===== src/rtl/twi_cg_pkg.sv =====
package twi_cg_pkg;
  localparam int B_IE   = 7;
  localparam int B_EN   = 6;
  localparam int B_STA  = 5;
  localparam int B_STO  = 4;
  localparam int B_FLAG = 3;
  localparam int B_ACK  = 2;

  localparam logic [7:0] ST_CODE_IDLE   = 8'hF8;
  localparam logic [7:0] ST_CODE_START  = 8'h08;
  localparam logic [7:0] ST_CODE_RSTART = 8'h10;
  localparam logic [7:0] ST_CODE_BYTE   = 8'h28;

  typedef enum logic [3:0] {
    SQ_IDLE, SQ_SETUP, SQ_HOLD, SQ_LOW, SQ_OWN,
    SQ_RS_REL, SQ_RS_SCLH, SQ_SP_LOW, SQ_SP_SCLH, SQ_SP_REL
  } seq_state_e;

  typedef struct packed {
    logic ie;
    logic en;
    logic sta;
    logic sto;
    logic flag;
    logic ack;
  } ctrl_t;

  typedef struct packed {
    logic start;
    logic rstart;
    logic stop;
    logic byt;
  } evt_t;
endpackage


===== src/rtl/twi_cg_tick.sv =====
module twi_cg_tick #(
  parameter int CLK_DIV = 4
) (
  input  logic clk_i,
  input  logic rst_ni,
  output logic tick_o
);
  generate
    if (CLK_DIV <= 1) begin : g_pass
      assign tick_o = 1'b1;
    end else begin : g_cnt
      localparam int W = $clog2(CLK_DIV);
      logic [W-1:0] cnt_q;
      assign tick_o = (cnt_q == W'(CLK_DIV - 1));
      always_ff @(posedge clk_i or negedge rst_ni) begin
        if (!rst_ni)     cnt_q <= '0;
        else if (tick_o) cnt_q <= '0;
        else             cnt_q <= cnt_q + 1'b1;
      end
    end
  endgenerate
endmodule


===== src/rtl/twi_cg_busmon.sv =====
module twi_cg_busmon (
  input  logic clk_i,
  input  logic rst_ni,
  input  logic en_i,
  input  logic sda_i,
  input  logic scl_i,
  output logic bus_free_o
);
  logic sda_q, scl_q, busy_q;
  logic start_det, stop_det;

  assign start_det = en_i & scl_q & scl_i & sda_q & ~sda_i;
  assign stop_det  = en_i & scl_q & scl_i & ~sda_q & sda_i;

  always_ff @(posedge clk_i or negedge rst_ni) begin
    if (!rst_ni) begin
      sda_q  <= 1'b1;
      scl_q  <= 1'b1;
      busy_q <= 1'b0;
    end else begin
      // keep sampling while disabled so enabling gives no false edge
      sda_q <= sda_i;
      scl_q <= scl_i;
      if (!en_i)          busy_q <= 1'b0;
      else if (start_det) busy_q <= 1'b1;
      else if (stop_det)  busy_q <= 1'b0;
    end
  end

  assign bus_free_o = ~busy_q;
endmodule


===== src/rtl/twi_cg_regs.sv =====
module twi_cg_regs
  import twi_cg_pkg::*;
(
  input  logic       clk_i,
  input  logic       rst_ni,
  input  logic       wr_en_i,
  input  logic [7:0] wr_data_i,
  input  evt_t       evt_i,
  input  logic       sta_clr_i,
  input  logic       sto_clr_i,
  output ctrl_t      ctrl_o,
  output logic [7:0] stat_o,
  output logic [7:0] rd_data_o
);
  ctrl_t      ctrl_q;
  logic [7:0] stat_q;
  logic       flag_set;
  logic       unused_wr;

  assign unused_wr = ^wr_data_i[1:0];
  assign flag_set  = evt_i.start | evt_i.rstart | evt_i.byt;

  always_ff @(posedge clk_i or negedge rst_ni) begin
    if (!rst_ni) begin
      ctrl_q <= '0;
      stat_q <= ST_CODE_IDLE;
    end else begin
      if (wr_en_i) begin
        ctrl_q.ie  <= wr_data_i[B_IE];
        ctrl_q.en  <= wr_data_i[B_EN];
        ctrl_q.ack <= wr_data_i[B_ACK];
      end
      if (wr_en_i && wr_data_i[B_STA]) ctrl_q.sta <= 1'b1;
      else if (sta_clr_i)              ctrl_q.sta <= 1'b0;
      if (wr_en_i && wr_data_i[B_STO]) ctrl_q.sto <= 1'b1;
      else if (sto_clr_i)              ctrl_q.sto <= 1'b0;
      // new event wins over a clearing write
      if (flag_set)                          ctrl_q.flag <= 1'b1;
      else if (wr_en_i && wr_data_i[B_FLAG]) ctrl_q.flag <= 1'b0;
      if (evt_i.stop)        stat_q <= ST_CODE_IDLE;
      else if (evt_i.start)  stat_q <= ST_CODE_START;
      else if (evt_i.rstart) stat_q <= ST_CODE_RSTART;
      else if (evt_i.byt)    stat_q <= ST_CODE_BYTE;
    end
  end

  assign ctrl_o    = ctrl_q;
  assign stat_o    = stat_q;
  assign rd_data_o = {ctrl_q.ie, ctrl_q.en, ctrl_q.sta, ctrl_q.sto,
                      ctrl_q.flag, ctrl_q.ack, 2'b00};
endmodule


===== src/rtl/twi_cg_seq.sv =====
module twi_cg_seq
  import twi_cg_pkg::*;
#(
  parameter int PHASE_TICKS = 2
) (
  input  logic clk_i,
  input  logic rst_ni,
  input  logic tick_i,
  input  logic en_i,
  input  logic sta_i,
  input  logic sto_i,
  input  logic bus_free_i,
  input  logic byte_done_i,
  output evt_t evt_o,
  output logic sta_clr_o,
  output logic sto_clr_o,
  output logic sda_oe_o,
  output logic scl_oe_o,
  output logic master_o
);
  localparam int PH_W = (PHASE_TICKS > 1) ? $clog2(PHASE_TICKS) : 1;

  seq_state_e  state_q, state_d;
  logic [PH_W-1:0] ph_q;
  logic        ph_done, rep_q, byte_seen_q;

  assign ph_done = tick_i && (ph_q == PH_W'(PHASE_TICKS - 1));

  always_comb begin
    state_d = state_q;
    evt_o   = '0;
    unique case (state_q)
      SQ_IDLE:    if (en_i && sta_i && bus_free_i) state_d = SQ_SETUP;
      SQ_SETUP:   if (ph_done) state_d = SQ_HOLD;
      SQ_HOLD:    if (ph_done) state_d = SQ_LOW;
      SQ_LOW: if (ph_done) begin
        state_d      = SQ_OWN;
        evt_o.start  = ~rep_q;
        evt_o.rstart = rep_q;
      end
      SQ_OWN: begin
        evt_o.byt = byte_done_i;
        if (sto_i)                    state_d = SQ_SP_LOW;
        else if (sta_i && byte_seen_q) state_d = SQ_RS_REL;
      end
      SQ_RS_REL:  if (ph_done) state_d = SQ_RS_SCLH;
      SQ_RS_SCLH: if (ph_done) state_d = SQ_HOLD;
      SQ_SP_LOW:  if (ph_done) state_d = SQ_SP_SCLH;
      SQ_SP_SCLH: if (ph_done) state_d = SQ_SP_REL;
      SQ_SP_REL: if (ph_done) begin
        state_d    = SQ_IDLE;
        evt_o.stop = 1'b1;
      end
      default:    state_d = SQ_IDLE;
    endcase
  end

  always_ff @(posedge clk_i or negedge rst_ni) begin
    if (!rst_ni) begin
      state_q     <= SQ_IDLE;
      ph_q        <= '0;
      rep_q       <= 1'b0;
      byte_seen_q <= 1'b0;
    end else begin
      state_q <= state_d;
      if (state_d != state_q)  ph_q <= '0;
      else if (tick_i)         ph_q <= ph_q + 1'b1;
      if (state_d == SQ_RS_REL)     rep_q <= 1'b1;
      else if (state_d == SQ_SETUP) rep_q <= 1'b0;
      if (evt_o.start || evt_o.rstart) byte_seen_q <= 1'b0;
      else if (evt_o.byt)              byte_seen_q <= 1'b1;
    end
  end

  assign sta_clr_o = evt_o.start | evt_o.rstart;
  assign sto_clr_o = evt_o.stop | ((state_q == SQ_IDLE) & sto_i);
  assign master_o  = (state_q != SQ_IDLE);

  always_comb begin
    sda_oe_o = 1'b0;
    scl_oe_o = 1'b0;
    unique case (state_q)
      SQ_HOLD:                begin sda_oe_o = 1'b1; end
      SQ_LOW, SQ_SP_LOW:      begin sda_oe_o = 1'b1; scl_oe_o = 1'b1; end
      SQ_OWN, SQ_RS_REL:      begin scl_oe_o = 1'b1; end
      SQ_SP_SCLH:             begin sda_oe_o = 1'b1; end
      default: ;
    endcase
  end
endmodule


===== src/rtl/twi_cond_gen.sv =====
module twi_cond_gen
  import twi_cg_pkg::*;
#(
  parameter int CLK_DIV     = 4,
  parameter int PHASE_TICKS = 2
) (
  input  logic       clk_i,
  input  logic       rst_ni,
  input  logic       wr_en_i,
  input  logic [7:0] wr_data_i,
  output logic [7:0] rd_data_o,
  input  logic       byte_done_i,
  input  logic       sda_i,
  input  logic       scl_i,
  output logic       sda_oe_o,
  output logic       scl_oe_o,
  output logic       irq_o,
  output logic [7:0] stat_o,
  output logic       master_o
);
  ctrl_t ctrl;
  evt_t  evt;
  logic  tick, bus_free, sta_clr, sto_clr;

  twi_cg_tick #(.CLK_DIV(CLK_DIV)) u_tick (
    .clk_i (clk_i), .rst_ni (rst_ni), .tick_o (tick)
  );

  twi_cg_busmon u_mon (
    .clk_i (clk_i), .rst_ni (rst_ni), .en_i (ctrl.en),
    .sda_i (sda_i), .scl_i (scl_i), .bus_free_o (bus_free)
  );

  twi_cg_regs u_regs (
    .clk_i (clk_i), .rst_ni (rst_ni), .wr_en_i (wr_en_i), .wr_data_i (wr_data_i),
    .evt_i (evt), .sta_clr_i (sta_clr), .sto_clr_i (sto_clr),
    .ctrl_o (ctrl), .stat_o (stat_o), .rd_data_o (rd_data_o)
  );

  twi_cg_seq #(.PHASE_TICKS(PHASE_TICKS)) u_seq (
    .clk_i (clk_i), .rst_ni (rst_ni), .tick_i (tick), .en_i (ctrl.en),
    .sta_i (ctrl.sta), .sto_i (ctrl.sto), .bus_free_i (bus_free),
    .byte_done_i (byte_done_i), .evt_o (evt), .sta_clr_o (sta_clr),
    .sto_clr_o (sto_clr), .sda_oe_o (sda_oe_o), .scl_oe_o (scl_oe_o),
    .master_o (master_o)
  );

  assign irq_o = ctrl.flag & ctrl.ie;
endmodule


===== config.mk =====
export PLATFORM = sky130hd
export DESIGN_NAME = twi_cond_gen
export DESIGN_NICKNAME = d
export VERILOG_FILES = /design/src/rtl/twi_cg_pkg.sv /design/src/rtl/twi_cg_tick.sv /design/src/rtl/twi_cg_busmon.sv /design/src/rtl/twi_cg_regs.sv /design/src/rtl/twi_cg_seq.sv /design/src/rtl/twi_cond_gen.sv
export SDC_FILE = /design/constraint.sdc
export NUM_CORES = 1
export LEC_CHECK = 0
export BUFFER_PORTS_ARGS = -buffer_cell sky130_fd_sc_hd__buf_2
export CAP_MARGIN = 20
export CORE_ASPECT_RATIO = 0.9
export CORE_MARGIN = 2
export CORE_UTILIZATION = 45
export CTS_CLUSTER_SIZE = 28
export DETAILED_ROUTE_END_ITERATION = 10
export GPL_TIMING_DRIVEN = 0
export PLACE_DENSITY = 0.68
export RECOVER_POWER = 25
export SLEW_MARGIN = 5
export SYNTH_ARGS = -nofsm -noshare
export SYNTH_HDL_FRONTEND = slang
export SYNTH_HIERARCHICAL = 1
export SYNTH_SLANG_ARGS = --single-unit

===== constraint.sdc =====
create_clock -name clk_i -period 4.7 [get_ports clk_i]
set_input_delay 0.235 -clock clk_i [delete_from_list [all_inputs] [get_ports clk_i]]
set_output_delay 0.235 -clock clk_i [all_outputs]
set_load 0.02 [all_outputs]

==> flow_metrics.env, run 1 <==
export IMPL_synth_async_reset_ratio_pct=100
export IMPL_slew_violations=0
export IMPL_skew_ps=17.6
export IMPL_fin_ws_ps=2660
export IMPL_ys_ff_latch=22
export IMPL_reg2reg_to="u_regs/stat_o[4]"
export IMPL_antenna_found_initial=0
export IMPL_dominantRegCellSynth="dfrtp_1"
export IMPL_fp_row_count=18
export IMPL_fin_crit_ps=2040
export IMPL_yosys_warnings=6
export IMPL_path_buf_inv=2
export IMPL_holdPathEnd="u_mon/sda_q"
export IMPL_fillCellCount=246
export IMPL_ir_drop_uv=293
export IMPL_clkLatencyLatePin_ps=310
export IMPL_fin_util_pct=55.1
export IMPL_drtIter0Drc=32
export IMPL_grt_pass1_vias=766
export IMPL_seq_area_frac_synth_pct=44.7
export IMPL_area_growth_pct=19.3
export IMPL_worstReg2RegStart="u_tick/g_cnt.cnt_q[0]"
export IMPL_synth_commonest_cells="16 x dfrtp_1, 13 x buf_4, 10 x nor2_1"
export IMPL_top_usage_layer="met2"
export IMPL_crit_path_start_kind="register"
export IMPL_tns_ps=0
export IMPL_min_path_cells=1
export IMPL_dp_slack_ps=2680
export IMPL_grtUsageMet1_pct=21.0
export IMPL_drive_gt1_share_pct=42.1
export IMPL_cts_sinks=22
export IMPL_syn_inst=117
export IMPL_numCtsBuffers=3
export IMPL_hold_ws_ps=30.9
export IMPL_die_area_um2=3210
export IMPL_port_buffers=26
export IMPL_use_met2_pct=22.7
export IMPL_grtUsageTotal_pct=15.1
export IMPL_wl_per_cell_um=12.6
export IMPL_worst_hold_startpoint="sda_i"
export IMPL_dp_hpwl_mm=1.70
export IMPL_use_met3_pct=5.77
export IMPL_post_dp_cell_area_um2=1430
export IMPL_synth_most_common_cell="dfrtp_1"
export IMPL_syn_mean_instance_area_um2=10.7
export IMPL_crit_slowest_cell="nor4_1"
export IMPL_ff2ff_path_depth=7
export IMPL_cts_tree="done"
export IMPL_antenna_cells=0
export IMPL_worst_pin_slew_ps=1160
export IMPL_powerDensity_nw_per_um2=497
export IMPL_synth_area_leaders="dfrtp_1 32%, dfstp_2 13%, buf_4 7.8%, nor2_1 3.0%, inv_1 2.7%"
export IMPL_via_per_inst=5.09
export IMPL_outcome="completed"
export IMPL_drc=0
export IMPL_crit_chain="ha_1 > and2_4 > buf_12 > nand3_1 > nor4_1 > inv_1 > a221o_1"
export IMPL_cts_resized=0
export IMPL_dieHeight_um=54.0
export IMPL_synth_cell_types=47
export IMPL_grt_max_degree=23
export IMPL_critPathCaptureType="register"
export IMPL_fmax_mhz=491
export IMPL_slew_headroom_pct=22.5
export IMPL_via_count=926
export IMPL_finalSetupViolations=0
export IMPL_core_area_um2=2700
export IMPL_initial_utilization_pct=46.2
export IMPL_fin_cells=182
export IMPL_fin_area_um2=1490
export IMPL_gp_congestion=0.758
export IMPL_num_io_pins=34
export IMPL_grt_pass1_wl_mm=3.58
export IMPL_routed_wirelength_mm=2.29
export IMPL_grt_overflow_total=0
export IMPL_nets=168
export IMPL_clk_pin_slew_worst_paths_ps=130
export IMPL_holdCritPathClass="in -> reg"
export IMPL_syn_area_um2=1250
export IMPL_synth_edff_count=0
export IMPL_critPathArrivalTime_ps=2300
export IMPL_crit_family="simple AND/OR/NAND/NOR gates"
export IMPL_cpPeakStageDelay_ps=480
export IMPL_ant_nets=0
export IMPL_cp_max_fo=9
export IMPL_place_inst=177
export IMPL_htree_levels=1
export IMPL_worstPathRequired_ps=4960
export IMPL_first_pass_iters=4
export IMPL_rsz0062_at_grt="false"
export IMPL_hold_viol=0
export IMPL_synth_top_area_share_pct=32.1
export IMPL_die_w_um=59.5
export IMPL_cts_buffer_depth=2
export IMPL_p_leak_nw=0.721
export IMPL_r2r_setup_slack_ps=2660
export IMPL_max_cap_viol_count=0
export IMPL_crit_type="reg -> reg"
export IMPL_min_period_over_period_pct=43.4
export IMPL_synth_top_area_cell="dfrtp_1"
export IMPL_power_mw=0.740
export IMPL_root_buffer="clkbuf_4"
[power by group]
part | leakage [nW] | internal [mW] | switching [mW] | total (mW)
logic | 0.440 | 0.141 | 0.175 | 0.316
registers | 0.253 | 0.241 | 0.0405 | 0.282
clock network | 0.0279 | 0.0863 | 0.0569 | 0.143
[worst reg2reg max path: stages (launching register included)]
cell     delay, ps
dfrtp_1        360
ha_1           250
and2_4         180
buf_12         120
nand3_1        120
nor4_1         480
inv_1          140
a221o_1        340
[cell type report]
class,instances,area [um^2],area share [%]
Timing Repair Buffer,27,136,9.15
Buffer,17,141,9.49
Tap cell,30,37.5,2.52
Sequential cell,22,558,37.4
Inverter,9,33.8,2.27
Clock buffer,3,22.5,1.51
Multi-Input combinational cell,73,531,35.6
Clock inverter,1,30.0,2.02
[worst max path at each step]
stage | start | to | slack, ps | depth (start not counted)
finish | u_tick/g_cnt.cnt_q[0] | u_regs/stat_o[4] | 2660 | 7
global route | u_tick/g_cnt.cnt_q[0] | u_regs/stat_o[4] | 2340 | 7
global placement | u_tick/g_cnt.cnt_q[0] | u_regs/stat_o[4] | 2710 | 7
CTS | u_tick/g_cnt.cnt_q[0] | u_regs/stat_o[4] | 2690 | 7
detailed placement | u_tick/g_cnt.cnt_q[0] | u_regs/stat_o[4] | 2680 | 7
floorplan | u_tick/g_cnt.cnt_q[0] | u_regs/stat_o[4] | 2890 | 7
[kinds of logic after synthesis]
kind of cell | Yosys count | share of synthesized area, %
buffers and inverters | 26 | 14.0
XOR/XNOR | 1 | 2.20
other | 1 | 0.300
multiplexers | 5 | 4.71
AND/OR/NAND/NOR | 38 | 16.2
adder cells (fa/ha/maj) | 1 | 1.00
AO/OA/AOI/OAI | 23 | 16.8
flip-flops | 22 | 44.7
[sequential cells by signal, indices dropped and copies added (netlist names)]
name / cells
u_mon/scl_q: 1
u_seq/state_q: 4
u_seq/rep_q: 1
u_seq/ph_q: 1
u_mon/busy_q: 1
u_seq/byte_seen_q: 1
u_regs/ctrl_o: 6
u_mon/sda_q: 1
u_tick/g_cnt.cnt_q: 2
u_regs/stat_o: 4
[metal layers]
metal | vias up | part of all wire, %
li1 | 463 | -
met1 | 431 | 47
met2 | 30 | 46
met3 | 2 | 6.8
met4 | 0 | 0.44
met5 | - | 0
[cell usage in the layout (no fill, tap or decap), types with 2 or more instances in the layout]
cell,n
mux2_2,3
conb_1,5
nor2_2,2
nand3_1,2
clkbuf_4,4
buf_4,13
nor2_1,10
a31oi_1,3
a21oi_1,3
o21ai_0,2
dfstp_2,6
a311oi_1,2
nand2_1,9
inv_1,9
nor3_1,2
dfrtp_1,16
buf_2,24
and2_1,2
clkbuf_1,3
nand2b_1,2
[timing repair]
item,CTS,global route
setup buffers,0,0
endpoints found under the setup margin,0,0
hold buffers,1,0
hold endpoints to repair,16,0
Power figures use the tool's default switching activity.
==> run 2, diff against run 1 <==
==> constraint.sdc (replaced) <==
create_clock -name clk_i -period 2.07 [get_ports clk_i]
set_input_delay 0.1035 -clock clk_i [delete_from_list [all_inputs] [get_ports clk_i]]
set_output_delay 0.1035 -clock clk_i [all_outputs]
set_load 0.02 [all_outputs]
==> flow_metrics.env, run 2 (synthesis results as in run 1) <==
export IMPL_outcome="completed"
export IMPL_cts_sinks=22
export IMPL_min_path_cells=2
export IMPL_final_common_cell="buf_2"
export IMPL_slew_violations=0
export IMPL_fillCellCount=242
export IMPL_critPathCaptureType="register"
export IMPL_crit_chain="ha_1 > and2_4 > buf_12 > a21oi_1 > a41o_1 > nor3_2 > mux2_4"
export IMPL_area_growth_pct=23.3
export IMPL_largest_reg_flops=6
export IMPL_die_w_um=59.5
export IMPL_first_pass_iters=4
export IMPL_min_period_over_period_pct=89.5
export IMPL_power_mw=1.70
export IMPL_cpPeakStageDelay_ps=360
export IMPL_cp_max_fo=9
export IMPL_numCtsBuffers=3
export IMPL_fin_crit_ps=1850
export IMPL_via_count=931
export IMPL_grt_pass1_vias=784
export IMPL_ir_drop_uv=668
export IMPL_antenna_cells=0
export IMPL_num_io_pins=34
export IMPL_layout_common_cells="24 x buf_2, 16 x dfrtp_1, 13 x buf_4"
export IMPL_worstPathRequired_ps=2290
export IMPL_powerDensity_nw_per_um2=1100
export IMPL_fin_cells=185
export IMPL_nets=171
export IMPL_fin_area_um2=1540
export IMPL_drc=0
export IMPL_crit_end="u_seq/rep_q"
export IMPL_critPathArrivalTime_ps=2070
export IMPL_dp_slack_ps=47.5
export IMPL_r2r_setup_slack_ps=220
export IMPL_ff2ff_path_depth=7
export IMPL_dp_hpwl_mm=1.70
export IMPL_htree_levels=1
export IMPL_drtIter0Drc=27
export IMPL_dieHeight_um=54.0
export IMPL_crit_slowest_cell="dfrtp_1"
export IMPL_antenna_found_initial=0
export IMPL_ant_nets=0
export IMPL_crit_path_start_kind="register"
export IMPL_grtUsageTotal_pct=15.2
export IMPL_post_dp_cell_area_um2=1430
export IMPL_worstReg2RegStart="u_tick/g_cnt.cnt_q[0]"
export IMPL_via_per_inst=5.03
export IMPL_worst_pin_slew_ps=1160
export IMPL_drive_gt1_share_pct=42.6
export IMPL_finalSetupViolations=0
export IMPL_fin_ws_ps=216
export IMPL_cts_buffer_depth=2
export IMPL_wl_per_cell_um=12.6
export IMPL_port_buffers=26
export IMPL_p_leak_nw=0.738
export IMPL_grt_max_degree=23
export IMPL_clkLatencyLatePin_ps=320
export IMPL_slew_headroom_pct=22.6
export IMPL_die_area_um2=3210
export IMPL_cp_startpoint="u_tick/g_cnt.cnt_q[0]"
export IMPL_core_area_um2=2700
export IMPL_hold_viol=0
export IMPL_max_cap_viol_count=0
export IMPL_initial_utilization_pct=46.2
export IMPL_place_inst=177
export IMPL_reg2reg_to="u_seq/rep_q"
export IMPL_fmax_mhz=540
export IMPL_grt_pass1_wl_mm=3.60
export IMPL_fp_row_count=18
export IMPL_cts_tree="done"
export IMPL_crit_type="reg -> reg"
export IMPL_routed_wirelength_mm=2.33
export IMPL_clk_pin_slew_worst_paths_ps=130
export IMPL_skew_ps=18.6
export IMPL_grt_overflow_total=0
export IMPL_gp_congestion=0.758
export IMPL_holdCritPathClass="in -> reg"
export IMPL_root_buffer="clkbuf_4"
==> run 2: cell types whose count changed in the layout (fill, tap and decap cells not counted) <==
| cell | previous run | this run |
|---|---|---|
| nor4_4 | 0 | 1 |
| nor3_2 | 1 | 2 |
| dlygate4sd3_1 | 1 | 4 |
| nor4_1 | 1 | 0 |
| nor3_1 | 2 | 1 |
==> run 2: layer usage <==
| layer | wire (um) | global-route usage, % | share of wire (%) |
|---|---|---|---|
| met1 | 1120 | 20.8 | 48 |
| met2 | 1060 | 23.1 | 46 |
| met3 | 137 | 5.77 | 5.9 |
| met4 | 10 | 2.96 | 0.43 |
| met5 | 0 | 0 | 0 |
==> run 2: worst max-delay path: cells and delay by family (launching register included) <==
| family | cells | cell delay [ps] |
|---|---|---|
| DFF | 1 | 360 |
| and+or+nand+nor | 2 | 410 |
| buffers and inverters | 1 | 120 |
| AOI/OAI and AO/OA | 2 | 310 |
| adders and majority gates | 1 | 250 |
| muxes | 1 | 320 |
==> run 2: cell type report <==
type / instances / area [um^2] / area share, %
timing repair buffer: 30 / 166 / 10.8
inverter: 9 / 33.8 / 2.19
tap: 30 / 37.5 / 2.44
sequential: 22 / 558 / 36.2
clock buffer: 3 / 22.5 / 1.46
multi-input combinational: 73 / 551 / 35.7
clock inverter: 1 / 30.0 / 1.95
buffer: 17 / 141 / 9.18
==> run 2: worst min path at each step <==
stage	start	to	slack, ps
2_1_floorplan	rst_ni	u_mon/busy_q	-190
6_report	wr_data_i[2]	u_regs/ctrl_o[0]	30
3_3_place_gp	rst_ni	u_regs/ctrl_o[2]	80
5_1_grt	wr_data_i[4]	u_regs/ctrl_o[2]	6
3_5_place_dp	rst_ni	u_regs/ctrl_o[2]	90
4_1_cts	wr_data_i[4]	u_regs/ctrl_o[2]	9
==> run 2: timing repair <==
action / 4_1_cts / 5_1_grt
gates resized for setup: 0 / 3
hold buffers: 4 / 0
hold endpoints to repair: 19 / 0
endpoints found under the setup margin: 0 / 4
setup buffers: 0 / 0
==> run 2: power breakdown <==
group / leakage [nW] / internal [mW] / total [mW] / switching, mW
Sequential: 0.253 / 0.547 / 0.645 / 0.0978
Clock: 0.0279 / 0.196 / 0.326 / 0.130
Combinational: 0.457 / 0.324 / 0.728 / 0.404
==> run 2: through the flow <==
stage | setup TNS [ps] | hold slack [ps] | utilization, %
floorplan | 0 | -192 | -
global placement | 0 | 80.2 | 53.0
detailed placement | 0 | 92.4 | 53.0
CTS | 0 | 8.55 | 56.4
global route | -6.38 | 6.29 | 57.0
finish | 0 | 30.3 | 57.0
